===== config.mk =====
export PLATFORM = sky130hd
export DESIGN_NAME = synth_prog_if
export DESIGN_NICKNAME = d
export VERILOG_FILES = /design/src/rtl/synth_prog_pkg.sv /design/src/rtl/sp_sync.sv /design/src/rtl/sp_edge.sv /design/src/rtl/sp_shift.sv /design/src/rtl/sp_latch.sv /design/src/rtl/synth_prog_if.sv
export SDC_FILE = /design/constraint.sdc
export NUM_CORES = 1
export LEC_CHECK = 0
export ABC_AREA = 1
export BUFFER_PORTS_ARGS = -buffer_cell sky130_fd_sc_hd__buf_2
export CAP_MARGIN = 20
export CELL_PAD_IN_SITES_DETAIL_PLACEMENT = 0
export CELL_PAD_IN_SITES_GLOBAL_PLACEMENT = 2
export CORE_UTILIZATION = 32
export CTS_CLUSTER_SIZE = 25
export DETAILED_ROUTE_END_ITERATION = 6
export PLACE_DENSITY_LB_ADDON = 0.1
export SLEW_MARGIN = 10
export SYNTH_ARGS = -nofsm -noshare
export SYNTH_HDL_FRONTEND = slang
export SYNTH_SLANG_ARGS = --single-unit

===== constraint.sdc =====
create_clock -name clk_i -period 1.2 [get_ports clk_i]
set_input_delay 0.18 -clock clk_i [delete_from_list [all_inputs] [get_ports clk_i]]
set_output_delay 0.18 -clock clk_i [all_outputs]
set_load 0.05 [all_outputs]

===== src/rtl/synth_prog_pkg.sv =====
package synth_prog_pkg;
  parameter int R_W   = 14;
  parameter int A_W   = 7;
  parameter int N_W   = 11;
  parameter int SYN_N = 2;
  localparam int REF_LEN  = R_W + 2;
  localparam int MAIN_LEN = A_W + N_W + 1;
  localparam int SR_W     = (REF_LEN > MAIN_LEN) ? REF_LEN : MAIN_LEN;
  localparam int CNT_W    = $clog2(SR_W + 2);
endpackage


===== src/rtl/sp_sync.sv =====
module sp_sync #(
  parameter int W = 3,
  parameter int N = 2
) (
  input  logic         clk_i,
  input  logic         rst_ni,
  input  logic [W-1:0] d_i,
  output logic [W-1:0] q_o
);
  logic [W-1:0] stg [N];

  always_ff @(posedge clk_i or negedge rst_ni) begin
    if (!rst_ni) begin
      for (int i = 0; i < N; i++) stg[i] <= '0;
    end else begin
      stg[0] <= d_i;
      for (int i = 1; i < N; i++) stg[i] <= stg[i-1];
    end
  end

  assign q_o = stg[N-1];
endmodule


===== src/rtl/sp_edge.sv =====
module sp_edge #(
  parameter int W = 2
) (
  input  logic         clk_i,
  input  logic         rst_ni,
  input  logic [W-1:0] lvl_i,
  output logic [W-1:0] rise_o
);
  logic [W-1:0] prev_q;

  always_ff @(posedge clk_i or negedge rst_ni) begin
    if (!rst_ni) prev_q <= '0;
    else         prev_q <= lvl_i;
  end

  for (genvar g = 0; g < W; g++) begin : g_rise
    assign rise_o[g] = lvl_i[g] & ~prev_q[g];
  end
endmodule


===== src/rtl/sp_shift.sv =====
module sp_shift
  import synth_prog_pkg::*;
(
  input  logic             clk_i,
  input  logic             rst_ni,
  input  logic             shift_i,
  input  logic             restart_i,
  input  logic             bit_i,
  output logic [SR_W-1:0]  sr_o,
  output logic [CNT_W-1:0] cnt_o
);
  localparam logic [CNT_W-1:0] CNT_CAP = CNT_W'(SR_W + 1);

  always_ff @(posedge clk_i or negedge rst_ni) begin
    if (!rst_ni) begin
      sr_o  <= '0;
      cnt_o <= '0;
    end else if (restart_i) begin
      cnt_o <= '0;
    end else if (shift_i) begin
      sr_o <= {sr_o[SR_W-2:0], bit_i};
      if (cnt_o != CNT_CAP) cnt_o <= cnt_o + 1'b1;
    end
  end

  p_cnt_clr_r8: assert property (@(posedge clk_i) disable iff (!rst_ni)
    restart_i |=> (cnt_o == '0));

  p_shift_r4: assert property (@(posedge clk_i) disable iff (!rst_ni)
    (shift_i && !restart_i) |=> (sr_o[0] == $past(bit_i)));

  p_no_shift_r4: assert property (@(posedge clk_i) disable iff (!rst_ni)
    !shift_i |=> $stable(sr_o));
endmodule


===== src/rtl/sp_latch.sv =====
module sp_latch
  import synth_prog_pkg::*;
(
  input  logic             clk_i,
  input  logic             rst_ni,
  input  logic             strobe_i,
  input  logic [SR_W-1:0]  sr_i,
  input  logic [CNT_W-1:0] cnt_i,
  output logic [R_W-1:0]   ref_div_o,
  output logic             presc_sel_o,
  output logic [A_W-1:0]   swallow_o,
  output logic [N_W-1:0]   main_div_o,
  output logic             len_err_o
);
  logic ctl, ref_ok, main_ok;

  assign ctl     = sr_i[0];
  assign ref_ok  = ctl  && (cnt_i == CNT_W'(REF_LEN));
  assign main_ok = !ctl && (cnt_i == CNT_W'(MAIN_LEN));

  always_ff @(posedge clk_i or negedge rst_ni) begin
    if (!rst_ni) begin
      ref_div_o   <= '0;
      presc_sel_o <= 1'b0;
      swallow_o   <= '0;
      main_div_o  <= '0;
      len_err_o   <= 1'b0;
    end else if (strobe_i) begin
      len_err_o <= !(ref_ok || main_ok);
      if (ref_ok) begin
        ref_div_o   <= sr_i[R_W:1];
        presc_sel_o <= sr_i[R_W+1];
      end
      if (main_ok) begin
        swallow_o  <= sr_i[A_W:1];
        main_div_o <= sr_i[A_W+N_W:A_W+1];
      end
    end
  end

  p_hold_r5: assert property (@(posedge clk_i) disable iff (!rst_ni)
    !strobe_i |=> ($stable(ref_div_o) && $stable(swallow_o) &&
                   $stable(main_div_o) && $stable(presc_sel_o)));

  p_sel_ref_r6: assert property (@(posedge clk_i) disable iff (!rst_ni)
    (strobe_i && ctl) |=> ($stable(swallow_o) && $stable(main_div_o)));

  p_sel_main_r6: assert property (@(posedge clk_i) disable iff (!rst_ni)
    (strobe_i && !ctl) |=> ($stable(ref_div_o) && $stable(presc_sel_o)));

  p_len_err_r7: assert property (@(posedge clk_i) disable iff (!rst_ni)
    (strobe_i && ctl && cnt_i != CNT_W'(REF_LEN)) |=> len_err_o);
endmodule


===== src/rtl/synth_prog_if.sv =====
module synth_prog_if
  import synth_prog_pkg::*;
(
  input  logic           clk_i,
  input  logic           rst_ni,
  input  logic           ser_clk_i,
  input  logic           ser_data_i,
  input  logic           ser_load_i,
  output logic [R_W-1:0] ref_div_o,
  output logic           presc_sel_o,
  output logic [A_W-1:0] swallow_o,
  output logic [N_W-1:0] main_div_o,
  output logic           len_err_o
);
  logic [2:0]       pins_s;
  logic [1:0]       rise;
  logic [SR_W-1:0]  sr;
  logic [CNT_W-1:0] cnt;

  // bit0 clock, bit1 load, bit2 data: equal latency keeps data aligned to clock
  sp_sync #(.W(3), .N(SYN_N)) u_sync (
    .clk_i (clk_i),
    .rst_ni(rst_ni),
    .d_i   ({ser_data_i, ser_load_i, ser_clk_i}),
    .q_o   (pins_s)
  );

  sp_edge #(.W(2)) u_edge (
    .clk_i (clk_i),
    .rst_ni(rst_ni),
    .lvl_i (pins_s[1:0]),
    .rise_o(rise)
  );

  sp_shift u_shift (
    .clk_i    (clk_i),
    .rst_ni   (rst_ni),
    .shift_i  (rise[0]),
    .restart_i(rise[1]),
    .bit_i    (pins_s[2]),
    .sr_o     (sr),
    .cnt_o    (cnt)
  );

  sp_latch u_latch (
    .clk_i      (clk_i),
    .rst_ni     (rst_ni),
    .strobe_i   (rise[1]),
    .sr_i       (sr),
    .cnt_i      (cnt),
    .ref_div_o  (ref_div_o),
    .presc_sel_o(presc_sel_o),
    .swallow_o  (swallow_o),
    .main_div_o (main_div_o),
    .len_err_o  (len_err_o)
  );
endmodule


* Word level (Yosys, flattened, before mapping)
Cells that the tools add are included.
** Word-level totals
- Output and inout bits :: 34
- Register bits :: 66
- Word-level logic and storage cells :: 33
** Cells by class
- Add/sub/neg operators :: 1
- Reduce and logical (&&, ||, !) cells :: 11
- Equal/unequal tests :: 3
- Bitwise gates (word level) :: 5
- Muxes and demuxes :: 3
** Operators by type and width (count)
- 5-bit two-way mux :: 3
- 5-bit == test, second input constant :: 2
- 2-bit AND reduction :: 4
- 5-bit by 1-bit adder with 5-bit output, second input constant :: 1
- 5-bit inequality test, second input constant :: 1
- 2-bit nonzero test :: 2
- 1-bit inverter :: 3
- 1-bit AND :: 2
- 1-bit logical AND :: 2
- 1-bit zero test :: 2
- 1-bit logical OR :: 1

* Longest topological paths before layout
Gate-level depths: netlist of run 1.
- Depth in word-level cells :: 4
- Mapped depth :: 8
- Gate-level depth less buffers :: 8

* By module
A second synthesis of run 1 with hierarchy kept.
** Unflattened totals
- Cell total of the unflattened synthesis :: 294
- Area total of the unflattened synthesis :: 2730.1 µm²
** By module, submodules not included
- sp_latch :: cells an instance 157, times used 1, seq. area each 850.8 µm², area each 1446.4 µm²
- sp_shift :: cells an instance 122, times used 1, seq. area each 600.6 µm², area each 1041.0 µm²
- sp_sync :: cells an instance 9, times used 1, seq. area each 150.1 µm², area each 172.7 µm²
- sp_edge :: cells an instance 6, times used 1, seq. area each 50.0 µm², area each 70.1 µm²

* Least setup slack after synthesis of run 1
Ideal clock, no wire load.
- Path kind :: register -> register
- From :: register u_shift.cnt_o[0]
- To :: register u_latch.main_div_o[8]
- Slack :: -0.124 ns
- Stages on the path, launching flop included :: 8
- Period minus slack after synthesis :: 1.324 ns
- Arrival :: 1.205 ns
- Required time :: 1.081 ns
- Path through :: dfrtp_1 > ha_1 > inv_1 > nor3_4 > nand2_4 > buf_6 > nand2_2 > o21ai_2
** Between the ends
- Longest elaborated chain between the ends :: 3
** RTL lines
- start: declaration :: RTL line sp_shift.sv:10 : output logic [CNT_W-1:0] cnt_o
- start signal: assignment :: RTL line sp_shift.sv:22 : if (cnt_o != CNT_CAP) cnt_o <= cnt_o + 1'b1;
- 5-bit == test :: RTL line sp_latch.sv:19 : assign main_ok = !ctl && (cnt_i == CNT_W'(MAIN_LEN));
- 1-bit logical AND :: RTL line sp_latch.sv:19
- 2-bit AND reduction (no source line)
- end signal: assignment :: RTL line sp_latch.sv:36 : main_div_o <= sr_i[A_W+N_W:A_W+1];
- end: declaration :: RTL line sp_latch.sv:12 : output logic [N_W-1:0] main_div_o,
No other way between the ends.
A chain may end at the register's enable or synchronous reset.

* Final worst setup path of run 1
- From :: register u_shift.cnt_o[0]
- To :: register u_latch.ref_div_o[9]
** Between the ends
- Longest elaborated chain between the ends :: 3
** RTL lines
- 5-bit == test :: RTL line sp_latch.sv:18 : assign ref_ok = ctl && (cnt_i == CNT_W'(REF_LEN));
- 1-bit logical AND :: RTL line sp_latch.sv:18
- 2-bit AND reduction (no source line)
- end signal: assignment :: RTL line sp_latch.sv:31 : ref_div_o <= sr_i[R_W:1];
- end: declaration :: RTL line sp_latch.sv:9 : output logic [R_W-1:0] ref_div_o,
No other way between the ends.

==> results of run 1 <==
## registers in the layout (all words and copies together) (netlist names)
| register | cells |
|---|---|
| u_latch.main_div_o | 11 |
| u_sync.stg | 3 |
| u_sync.q_o | 3 |
| u_latch.presc_sel_o | 1 |
| u_shift.cnt_o | 5 |
| u_edge.prev_q | 2 |
| u_latch.len_err_o | 1 |
| u_latch.ref_div_o | 14 |
| u_latch.swallow_o | 7 |
| u_shift.sr_o | 19 |
## power breakdown
group	leakage, nW	internal (mW)	switching [mW]
clock	0.0941	0.997	0.858
sequential	0.885	2.39	0.126
combinational	0.742	0.347	0.494
total	1.72	3.73	1.48
## Yosys cell counts
| master | number | area [µm²] |
|---|---|---|
| nand3_1 | 9 | 45.0 |
| nand2_2 | 2 | 12.5 |
| nand2_4 | 1 | 11.3 |
| clkbuf_2 | 1 | 5.00 |
| clkbuf_1 | 2 | 7.51 |
| inv_2 | 1 | 3.75 |
| a21oi_1 | 1 | 5.00 |
| dfrtp_1 | 66 | 1650 |
| ha_1 | 2 | 25.0 |
| nand4_1 | 4 | 25.0 |
| buf_4 | 1 | 7.51 |
| nand2_1 | 67 | 251 |
| o21ai_2 | 17 | 149 |
| nor2_4 | 2 | 22.5 |
| nor3_4 | 1 | 16.3 |
| o21ai_0 | 39 | 195 |
| nor2_1 | 3 | 11.3 |
| inv_1 | 28 | 105 |
| buf_6 | 4 | 45.0 |
| buf_2 | 4 | 20.0 |
## cell families (layout without fill, tap and decap cells)
| family | after synthesis | count (layout) | share of synthesized area |
|---|---|---|---|
| DFF | 66 | 66 | 0.632 |
| AOI/OAI and AO/OA | 57 | 57 | 0.133 |
| adders and majority gates | 2 | 2 | 0.00957 |
| and+or+nand+nor | 89 | 90 | 0.151 |
| buffers and inverters | 41 | 113 | 0.0742 |
## stage by stage
stage,setup slack [ns],cells,TNS (ns),hold slack (ns)
CTS,-0.156,426,-4.43,0.353
global route,-0.248,430,-6.98,0.361
floorplan,-0.0871,255,-2.22,-0.116
detailed placement,-0.181,402,-5.61,0.186
finish,-0.160,430,-4.07,0.351
global placement,-0.172,402,-5.36,0.190
## layer usage
metal	part of all wire	routed length (µm)	up-vias	global-route usage
met5	0	0	-	0
met4	0.015	84	0	0.0625
met3	0.035	194	8	0.0394
met2	0.44	2470	28	0.198
met1	0.51	2850	901	0.193
li1	-	-	959	-
## repair_timing
action,in CTS,in global routing
hold buffers,4,0
cloned,1,2
endpoints found under the hold margin,69,0
endpoints found under the setup margin,59,60
resized for setup,17,30
setup buffers,4,2
pin swaps,3,5
## worst max path at each step
stage,end,slack (ns),depth (start not counted)
final,u_latch.ref_div_o[9]$_DFFE_PN0P_,-0.16,8
after global routing,u_latch.ref_div_o[9]$_DFFE_PN0P_,-0.25,8
after CTS,u_latch.main_div_o[7]$_DFFE_PN0P_,-0.16,7
after detailed placement,u_shift.cnt_o[3]$_DFFE_PN0P_,-0.18,7
after global placement,u_latch.swallow_o[0]$_DFFE_PN0P_,-0.17,7
after floorplan,u_latch.main_div_o[0]$_DFFE_PN0P_,-0.09,7
## layout make-up
type	instances	area, µm²
Tap cell	102	128
Clock buffer	10	138
Sequential cell	66	1650
Timing Repair Buffer	69	543
Inverter	29	109
Fill cell	785	4310
Multi-Input combinational cell	149	868
Clock inverter	5	55.1
==> flow_summary_export.csv, run 1 <==
group,metric,value,unit
run_status,status,"complete, but fails checks",
run_status,violations,"setup timing",
power,power_leakage,1.72,nW
cts,clk_latency,0.33,ns
floorplanning,die_h,92.4,µm
yosys,syn_area,2620,µm²
timing,finalHoldViolCount,0,
power,total_power,5.21,mW
worst_setup_path,cpMaxStageDelayCell,"dfrtp_2",
worst_setup_path,cp-startpoint,"u_shift.cnt_o[0]$_DFFE_PN0P_",
detailed_routing,vias_per_cell,4.41,
place,gp_congestion,0.677,
timing,finalMaxSlewViolations,0,
cells_and_area,final_cell_mix,"65 x dfrtp_1, 55 x nand2_1, 34 x buf_2, 25 x inv_1, 21 x o21ai_2",
worst_setup_path,worstPathBufferInverterCount,3,
yosys,syn_avg_cell_area,10.3,µm²
worst_hold_path,hold_path_depth,0,
floorplanning,fp.coreArea,7810,µm²
worst_setup_path,arrival,1.58,ns
worst_setup_path,reg2reg_depth,8,
cts,clk_path_buf_depth,2,
floorplanning,io_pins,39,
worst_hold_path,hold_path_class,"register to register",
timing,clock_skew,0.00611,ns
worst_setup_path,required,1.42,ns
yosys,ys_seq_elements,66,
detailed_routing,antenna_left,0,
timing,relSlewSlack,0.824,
yosys,ys_seq_area_frac,0.632,
timing,rsz0062_at_grt,"yes",
place,io_buffers,38,
yosys,yosysWarnings,0,
cts,htreeDepth,3,
cells_and_area,fin_util,0.447,
timing,fmax,0.735,GHz
global_route,antenna_found_initial,0,
cells_and_area,final_area,3490,µm²
cells_and_area,nets,331,
yosys,synth_cell_type_count,20,
floorplanning,dieArea,8540,µm²
worst_setup_path,endpoint_kind,"register",
timing,finalSetupViolCount,33,
detailed_routing,wl_per_cell,13.0,µm
timing,fin_ws,-0.160,ns
cts,cts-buffers-inserted,9,
cells_and_area,area_delta_synth_final,33.6,%
timing,min_period_over_period,1.13,
place,dpl-instance-area,3040,µm²
flow_run,maxCapViolations,0,
worst_setup_path,cp-start-kind,"register",
timing,tightestPinTransition,0.263,ns
floorplanning,num_rows,32,
detailed_routing,drt_iter0_markers,59,
yosys,syn_inst,255,
floorplanning,die_width,92.4,µm
worst_setup_path,worst_path_most_repeated_cell,"inv_2",
worst_setup_path,cp_cell_sequence,"inv_2 -> ha_4 -> nand2_2 -> inv_2 -> nand4_1 -> buf_4 -> nand2_1 -> o21ai_0",
global_route,gr-total-overflow,0,
global_route,grt_usage,0.138,
power,power.density,1490,nW/µm²
cts,cts_tree,"built",
worst_setup_path,critPathKind,"register to register",
worst_setup_path,cp_max_fo,12,
cts,cts.reportedPaths.clkPinSlew,0.07,ns
global_route,grt_pass1_vias,1830,
power,irDropWorstVdd,0.877,mV
worst_hold_path,hold_end,"u_sync.q_o[1]$_DFF_PN0_",
detailed_routing,drt-total-wl,5600,µm
global_route,grt_max_degree,40,
worst_setup_path,timing.rr.start,"u_shift.cnt_o[0]$_DFFE_PN0P_",
timing,post-route-min-period,1.36,ns
cells_and_area,layout-drive-gt1-share,0.396,
worst_setup_path,rrSetupSlack,-0.16,ns
yosys,syn-num-nets,262,
worst_setup_path,slowest_delay,0.44,ns
worst_hold_path,worstHoldStart,"u_sync.stg[4]$_DFF_PN0_",
global_route,grt_pass1_wl,8920,µm
detailed_routing,drt_pass1_iterations,4,
worst_setup_path,crit_family,"flip-flops",
cells_and_area,antennaDiodeCount,0,
cells_and_area,layout_commonest_cell,"dfrtp_1",
cts,cts-root-buf,"clkbuf_8",
floorplanning,initial_core_util,0.335,
detailed_routing,num_vias,1896,
detailed_routing,drc,0,
cts,clkSinkCount,66,
place,dp_hpwl,3370,µm
worst_setup_path,r2r-end,"u_latch.ref_div_o[9]$_DFFE_PN0P_",
No activity file was read; power rests on OpenSTA's default activity.
==> run 2: changes to the inputs <==
--- a/config.mk
+++ b/config.mk
@@ -10,10 +10,10 @@
 export CAP_MARGIN = 20
 export CELL_PAD_IN_SITES_DETAIL_PLACEMENT = 0
 export CELL_PAD_IN_SITES_GLOBAL_PLACEMENT = 2
-export CORE_UTILIZATION = 32
+export CORE_UTILIZATION = 38
 export CTS_CLUSTER_SIZE = 25
 export DETAILED_ROUTE_END_ITERATION = 6
-export PLACE_DENSITY_LB_ADDON = 0.1
+export PLACE_DENSITY = 0.87
 export SLEW_MARGIN = 10
 export SYNTH_ARGS = -nofsm -noshare
 export SYNTH_HDL_FRONTEND = slang
==> constraint.sdc (replaced) <==
create_clock -name clk_i -period 1.6 [get_ports clk_i]
set_input_delay 0.24 -clock clk_i [delete_from_list [all_inputs] [get_ports clk_i]]
set_output_delay 0.24 -clock clk_i [all_outputs]
set_load 0.05 [all_outputs]
==> run 2 against run 1 <==
Against the previous run:
- the run ends with DRC left
- core utilization grew 4.6 points
- die area shrank 15%
- final area decreased by 8.3%
==> flow_summary_export.csv, run 2 (synthesis gave the netlist of run 1 again) <==
group,metric,value,unit
cts,cts_tree,"built",
place,dp_hpwl,2880,µm
cts,cts-root-buf,"clkbuf_8",
cts,clk_path_buf_depth,2,
cts,clkSinkCount,66,
timing,rsz0062_at_grt,"no",
floorplanning,die_width,85.0,µm
timing,finalMaxSlewViolations,0,
worst_hold_path,worstHoldStart,"u_sync.stg[3]$_DFF_PN0_",
worst_hold_path,hold_path_class,"register to register",
timing,clock_skew,0.0112,ns
global_route,grt_pass1_wl,8000,µm
cells_and_area,top_register,"u_shift.sr_o",
floorplanning,die_h,85.0,µm
place,io_buffers,38,
timing,post-route-min-period,1.48,ns
worst_setup_path,cp_max_fo,18,
detailed_routing,vias_per_cell,4.68,
floorplanning,num_rows,29,
timing,tightestPinTransition,0.356,ns
cts,cts-buffers-inserted,9,
worst_setup_path,rrSetupSlack,0.12,ns
cts,clk_latency,0.34,ns
detailed_routing,drt-total-wl,4740,µm
detailed_routing,wl_per_cell,12.4,µm
power,irDropWorstVdd,0.408,mV
cts,htreeDepth,3,
cells_and_area,layout-drive-gt1-share,0.277,
run_status,violations,"DRC",
flow_run,maxCapViolations,0,
place,dpl_worst_slack,-0.00853,ns
detailed_routing,drc,1,
timing,hold_ws,0.348,ns
cells_and_area,nets,309,
timing,fin_ws,0.116,ns
global_route,grt_pass1_vias,1742,
detailed_routing,drt_pass1_iterations,6,
worst_setup_path,endpoint_kind,"register",
worst_setup_path,critPathKind,"register to register",
cells_and_area,top_regs,"u_shift.sr_o: 19 flops, u_latch.ref_div_o: 14 flops, u_latch.main_div_o: 11 flops",
cells_and_area,final_area,3200,µm²
place,gp_congestion,0.775,
detailed_routing,drt_iter0_markers,104,
cells_and_area,final_cell_mix,"67 x nand2_1, 66 x dfrtp_1, 39 x o21ai_0, 38 x buf_2, 28 x inv_1",
worst_setup_path,required,1.82,ns
floorplanning,dieArea,7220,µm²
cts,cts.reportedPaths.clkPinSlew,0.07,ns
timing,finalHoldViolCount,0,
worst_setup_path,timing.rr.start,"u_shift.cnt_o[0]$_DFFE_PN0P_",
global_route,grt_usage,0.146,
cells_and_area,area_delta_synth_final,22.5,%
worst_hold_path,hold_end,"u_sync.q_o[0]$_DFF_PN0_",
floorplanning,initial_core_util,0.403,
timing,relSlewSlack,0.762,
cells_and_area,layout_commonest_cell,"nand2_1",
timing,fmax,0.674,GHz
global_route,antenna_found_initial,0,
worst_setup_path,reg2reg_depth,7,
floorplanning,io_pins,39,
place,dpl-instance-area,2880,µm²
cells_and_area,antennaDiodeCount,0,
global_route,gr-total-overflow,0,
power,power.density,1210,nW/µm²
timing,min_period_over_period,0.928,
worst_setup_path,cp-start-kind,"register",
worst_setup_path,r2r-end,"u_latch.swallow_o[0]$_DFFE_PN0P_",
power,power_leakage,1.59,nW
worst_hold_path,hold_path_depth,0,
worst_setup_path,arrival,1.71,ns
floorplanning,fp.coreArea,6490,µm²
timing,finalSetupViolCount,0,
detailed_routing,antenna_left,0,
run_status,status,"complete, but fails checks",
power,total_power,3.86,mW
detailed_routing,num_vias,1797,
global_route,grt_max_degree,67,
cells_and_area,largest_reg_flops,19,
run 2: changes by cell type in the layout (fill, tap and decap cells not counted), moves of 3 or more:
cell / delta
buf_2: +4
buf_4: -18
buf_6: -4
inv_1: +3
inv_2: -3
nand2_1: +12
nand2_2: -10
nand2_4: -4
o21ai_0: +24
o21ai_1: -20
o21ai_2: -4
run 2: per-layer routing:
metal	share of wire	GRT usage	routed length, µm
met4	0.016	0.0971	74
met3	0.035	0.0389	166
met1	0.50	0.191	2350
met5	0	0	0
met2	0.45	0.213	2150
run 2: metrics by stage:
stage / instances / setup TNS, ns / util
after floorplan: 255 / 0 / -
after global placement: 362 / 0 / 0.444
after detailed placement: 362 / -0.00959 / 0.444
after CTS: 381 / 0 / 0.485
after global routing: 384 / 0 / 0.493
final: 384 / 0 / 0.493
run 2: worst max-delay path by stage:
stage                                      start                                 to  slack, ns  cells past startpoint
floorplan           u_shift.cnt_o[0]$_DFFE_PN0P_  u_latch.main_div_o[8]$_DFFE_PN0P_       0.28                      7
global placement    u_shift.cnt_o[0]$_DFFE_PN0P_   u_latch.swallow_o[4]$_DFFE_PN0P_       0.04                      6
detailed placement  u_shift.cnt_o[0]$_DFFE_PN0P_   u_latch.swallow_o[6]$_DFFE_PN0P_     -0.009                      6
CTS                 u_shift.cnt_o[0]$_DFFE_PN0P_  u_latch.main_div_o[7]$_DFFE_PN0P_       0.03                      6
global route        u_shift.cnt_o[0]$_DFFE_PN0P_  u_latch.main_div_o[5]$_DFFE_PN0P_      0.006                      7
finish              u_shift.cnt_o[0]$_DFFE_PN0P_   u_latch.swallow_o[0]$_DFFE_PN0P_       0.12                      7
run 2: layout make-up:
cell class              instances  area, µm²
clock buffers                  10        138
clock inverters                 6       90.1
fillers                       615       3290
inverters                      29        109
multi-input cells             149        801
flip-flops and latches         66       1650
well taps                      77       96.3
repair buffers                 47        318
run 2: worst max-delay path, stage by stage, from the launching register on:
cell     delay (ns)
dfrtp_1        0.41
ha_2           0.24
inv_1          0.09
nor3_4         0.20
buf_12         0.15
nand2_8        0.11
nand2_1        0.11
o21ai_2        0.05
run 2: timing repair:
item	in CTS	in global routing
hold endpoints to repair	68	1
endpoints found under the setup margin	16	18
buffers inserted	0	1
pin swaps	0	2
cloned	0	1
hold buffers	3	1
resized for setup	1	2
run 2: power breakdown:
part | total (mW) | internal (mW) | switching [mW] | leakage, nW
clock network | 1.55 | 0.922 | 0.633 | 0.112
registers | 1.90 | 1.79 | 0.109 | 0.886
logic | 0.409 | 0.130 | 0.279 | 0.588
==> run 3: changes to the inputs <==
--- a/config.mk
+++ b/config.mk
@@ -6,15 +6,16 @@
 export NUM_CORES = 1
 export LEC_CHECK = 0
 export ABC_AREA = 1
-export BUFFER_PORTS_ARGS = -buffer_cell sky130_fd_sc_hd__buf_2
+export BUFFER_PORTS_ARGS = -buffer_cell sky130_fd_sc_hd__clkbuf_2
 export CAP_MARGIN = 20
 export CELL_PAD_IN_SITES_DETAIL_PLACEMENT = 0
 export CELL_PAD_IN_SITES_GLOBAL_PLACEMENT = 2
-export CORE_UTILIZATION = 38
+export CORE_UTILIZATION = 37
 export CTS_CLUSTER_SIZE = 25
 export DETAILED_ROUTE_END_ITERATION = 6
 export PLACE_DENSITY = 0.87
 export SLEW_MARGIN = 10
 export SYNTH_ARGS = -nofsm -noshare
 export SYNTH_HDL_FRONTEND = slang
+export SYNTH_HIERARCHICAL = 1
 export SYNTH_SLANG_ARGS = --single-unit
==> run 3 against run 2 <==
Against the previous run:
- setup slack improved by 0.13 ns
- final cell count increased by 16%
- register-to-register slack gained 0.13 ns
- combinational power fell by 25%
- via count is 12% higher
- core utilization down 2.3 points
- wire length is 22% higher
- highest routed layer unchanged
- global-route usage up 2.2 points
- critical path type unchanged
- maximum frequency rose by 9.3%
- the run now ends clean
==> flow_summary_export.csv, run 3 <==
group,metric,value,unit
global_route,gr-total-overflow,0,
cts,cts_tree,"built",
timing,tightestPinTransition,0.397,ns
worst_setup_path,arrival,1.63,ns
place,gp_congestion,0.740,
global_route,antenna_found_initial,0,
yosys,ys_top_cells_by_area,"dfrtp_1 60%, nand2_1 17%, nand3_1 4.2%",
detailed_routing,vias_per_cell,4.55,
cts,cts_setup_buffers,0,
yosys,syn-num-nets,301,
yosys,syn_area,2730,µm²
cells_and_area,nets,350,
detailed_routing,drt_iter0_markers,107,
timing,finalSetupViolCount,0,
cts,cts-buffers-inserted,9,
worst_setup_path,endpoint_kind,"register",
yosys,syn_inst,294,
floorplanning,die_width,87.9,µm
floorplanning,die_h,87.9,µm
floorplanning,initial_core_util,0.393,
timing,post-route-min-period,1.36,ns
detailed_routing,wl_per_cell,13.1,µm
cts,cts.reportedPaths.clkPinSlew,0.08,ns
detailed_routing,num_vias,2019,
worst_setup_path,cp_max_fo,15,
yosys,synth_top_flop_cell,"dfrtp_1",
cells_and_area,largest_reg_flops,19,
detailed_routing,routed.top_layer,"met4",
timing,rsz0062_at_grt,"no",
yosys,async_flop_share,1.00,
cells_and_area,n_fill_cell,682,
cells_and_area,layout-drive-gt1-share,0.241,
global_route,grt_pass1_vias,1995,
cells_and_area,area_delta_synth_final,19.7,%
yosys,yosysMostFrequentCell,"nand2_1",
cts,htreeDepth,3,
place,io_buffers,38,
timing,hold_ws,0.350,ns
yosys,ys_seq_area_frac,0.605,
worst_setup_path,critPathKind,"register to register",
timing,finalMaxSlewViolations,0,
yosys,yosysWarnings,6,
global_route,grt_usage,0.168,
yosys,synth_common_cells,"125 x nand2_1, 66 x dfrtp_1, 23 x nand3_1, 15 x o21ai_1, 14 x inv_1",
run_status,status,"complete, no violations",
flow_run,maxCapViolations,0,
cells_and_area,top_register,"u_shift/sr_o",
detailed_routing,wl_met1,2980,µm
cts,clk_latency,0.34,ns
yosys,synthDominantCellAreaShare,0.605,
timing,min_period_over_period,0.849,
timing,finalHoldViolCount,0,
worst_setup_path,required,1.88,ns
place,dpl-instance-area,3030,µm²
power,power_leakage,1.82,nW
timing,fmax,0.737,GHz
cells_and_area,antennaDiodeCount,0,
floorplanning,num_rows,30,
global_route,grt_pass1_wl,9540,µm
cells_and_area,top_regs,"u_shift/sr_o: 19 flops, u_latch/ref_div_o: 14 flops, u_latch/main_div_o: 11 flops",
floorplanning,io_pins,39,
yosys,yosysTopAreaCell,"dfrtp_1",
yosys,synth_edf_count,0,
worst_hold_path,hold_path_class,"register to register",
cts,cts-root-buf,"clkbuf_8",
detailed_routing,antenna_left,0,
detailed_routing,drt_pass1_iterations,4,
timing,relSlewSlack,0.735,
yosys,syn_avg_cell_area,9.29,µm²
global_route,grt_max_degree,67,
cells_and_area,final_area,3270,µm²
yosys,ys_seq_elements,66,
worst_setup_path,cp-start-kind,"register",
timing,tns,0,ns
detailed_routing,wl_met3,158,µm
cells_and_area,final_cell_mix,"125 x nand2_1, 66 x dfrtp_1, 38 x clkbuf_2, 23 x nand3_1, 15 x o21ai_1",
cts,clkSinkCount,66,
cells_and_area,layout_commonest_cell,"nand2_1",
detailed_routing,drt-total-wl,5810,µm
place,dp_hpwl,3720,µm
power,irDropWorstVdd,0.476,mV
detailed_routing,met2WireLength,2570,µm
power,power.density,1110,nW/µm²
detailed_routing,drc,0,
floorplanning,fp.coreArea,6940,µm²
timing,clock_skew,0.0123,ns
yosys,synth_cell_type_count,23,
cts,clk_path_buf_depth,2,
floorplanning,dieArea,7730,µm²
-- run 3: changes by cell type after synthesis, moves of 3 or more --
cell | previous run | this run
nand2_2 | 2 | 5
o21ai_0 | 39 | 7
inv_1 | 28 | 14
o21ai_1 | 0 | 15
nand3_1 | 9 | 23
buf_4 | 1 | 6
o21ai_2 | 17 | 0
nand2_1 | 67 | 125
inv_2 | 1 | 4
nor2_2 | 0 | 3
-- run 3: area by class of cell --
class / instances / area (µm²) / area share
repair buffers: 50 / 303 / 0.0926
clock inverters: 6 / 65.1 / 0.0199
inverters: 19 / 73.8 / 0.0226
well taps: 96 / 120 / 0.0368
flip-flops and latches: 66 / 1650 / 0.505
multi-input cells: 197 / 917 / 0.281
clock buffers: 10 / 138 / 0.0421
-- run 3: critical path, stage by stage (launching register included) --
cell and delay (ns):
dfrtp_1 0.37, nor2_2 0.24, nand3_4 0.12, nor2_4 0.36, nand2_1 0.11, nand2_1 0.10
-- run 3: cell families (layout without fill, tap and decap cells) --
family	count (synthesis)	in the layout	synth area share
simple gates	172	172	0.284
flops	66	66	0.605
buf+inv	31	85	0.0591
compound gates	23	23	0.0431
fa+ha+maj	2	2	0.00916
-- run 3: report_power, final --
| part | switching [mW] | total [mW] | internal, mW |
|---|---|---|---|
| sequential | 0.118 | 1.88 | 1.76 |
| combinational | 0.206 | 0.307 | 0.102 |
| clock | 0.667 | 1.43 | 0.765 |
| total | 0.990 | 3.62 | 2.63 |
-- run 3: metal layers --
layer	global-route usage	vias to the layer above
met4	0.0805	0
met5	0	-
met3	0.0339	9
met2	0.264	42
met1	0.222	948
li1	-	1020
-- run 3: per-stage QoR --
| step | power [mW] | std cells | util | setup WS, ns |
|---|---|---|---|---|
| after global placement | 2.22 | 424 | 0.436 | 0.285 |
| after CTS | 3.67 | 444 | 0.471 | 0.244 |
| final | 3.62 | 444 | 0.471 | 0.242 |
| after floorplan | 2.08 | 294 | - | 0.211 |
| after global routing | 3.79 | 444 | 0.471 | 0.143 |
| after detailed placement | 2.22 | 424 | 0.436 | 0.271 |
-- run 3: final timing paths --
kind / startpoint / end / slack (ns) / depth (start not counted)
max: u_edge/prev_q[1]$_DFF_PN0_ / u_latch/ref_div_o[9]$_DFFE_PN0P_ / 0.24 / 5
min in group asynchronous: rst_ni / u_shift/sr_o[7]$_DFFE_PN0P_ / 0.46 / 3
max reg2reg: u_edge/prev_q[1]$_DFF_PN0_ / u_latch/ref_div_o[9]$_DFFE_PN0P_ / 0.24 / 5
min reg2reg: u_sync/stg[3]$_DFF_PN0_ / u_sync/q_o[0]$_DFF_PN0_ / 0.35 / 0
max in group asynchronous: rst_ni / u_shift/cnt_o[0]$_DFFE_PN0P_ / 0.84 / 3
min: u_sync/stg[3]$_DFF_PN0_ / u_sync/q_o[0]$_DFF_PN0_ / 0.35 / 0
-- run 3: what timing repair did --
| item | 4_1_cts | 5_1_grt |
|---|---|---|
| hold buffers | 4 | 0 |
| endpoints found under the hold margin | 69 | 0 |
| resized for setup | 0 | 0 |
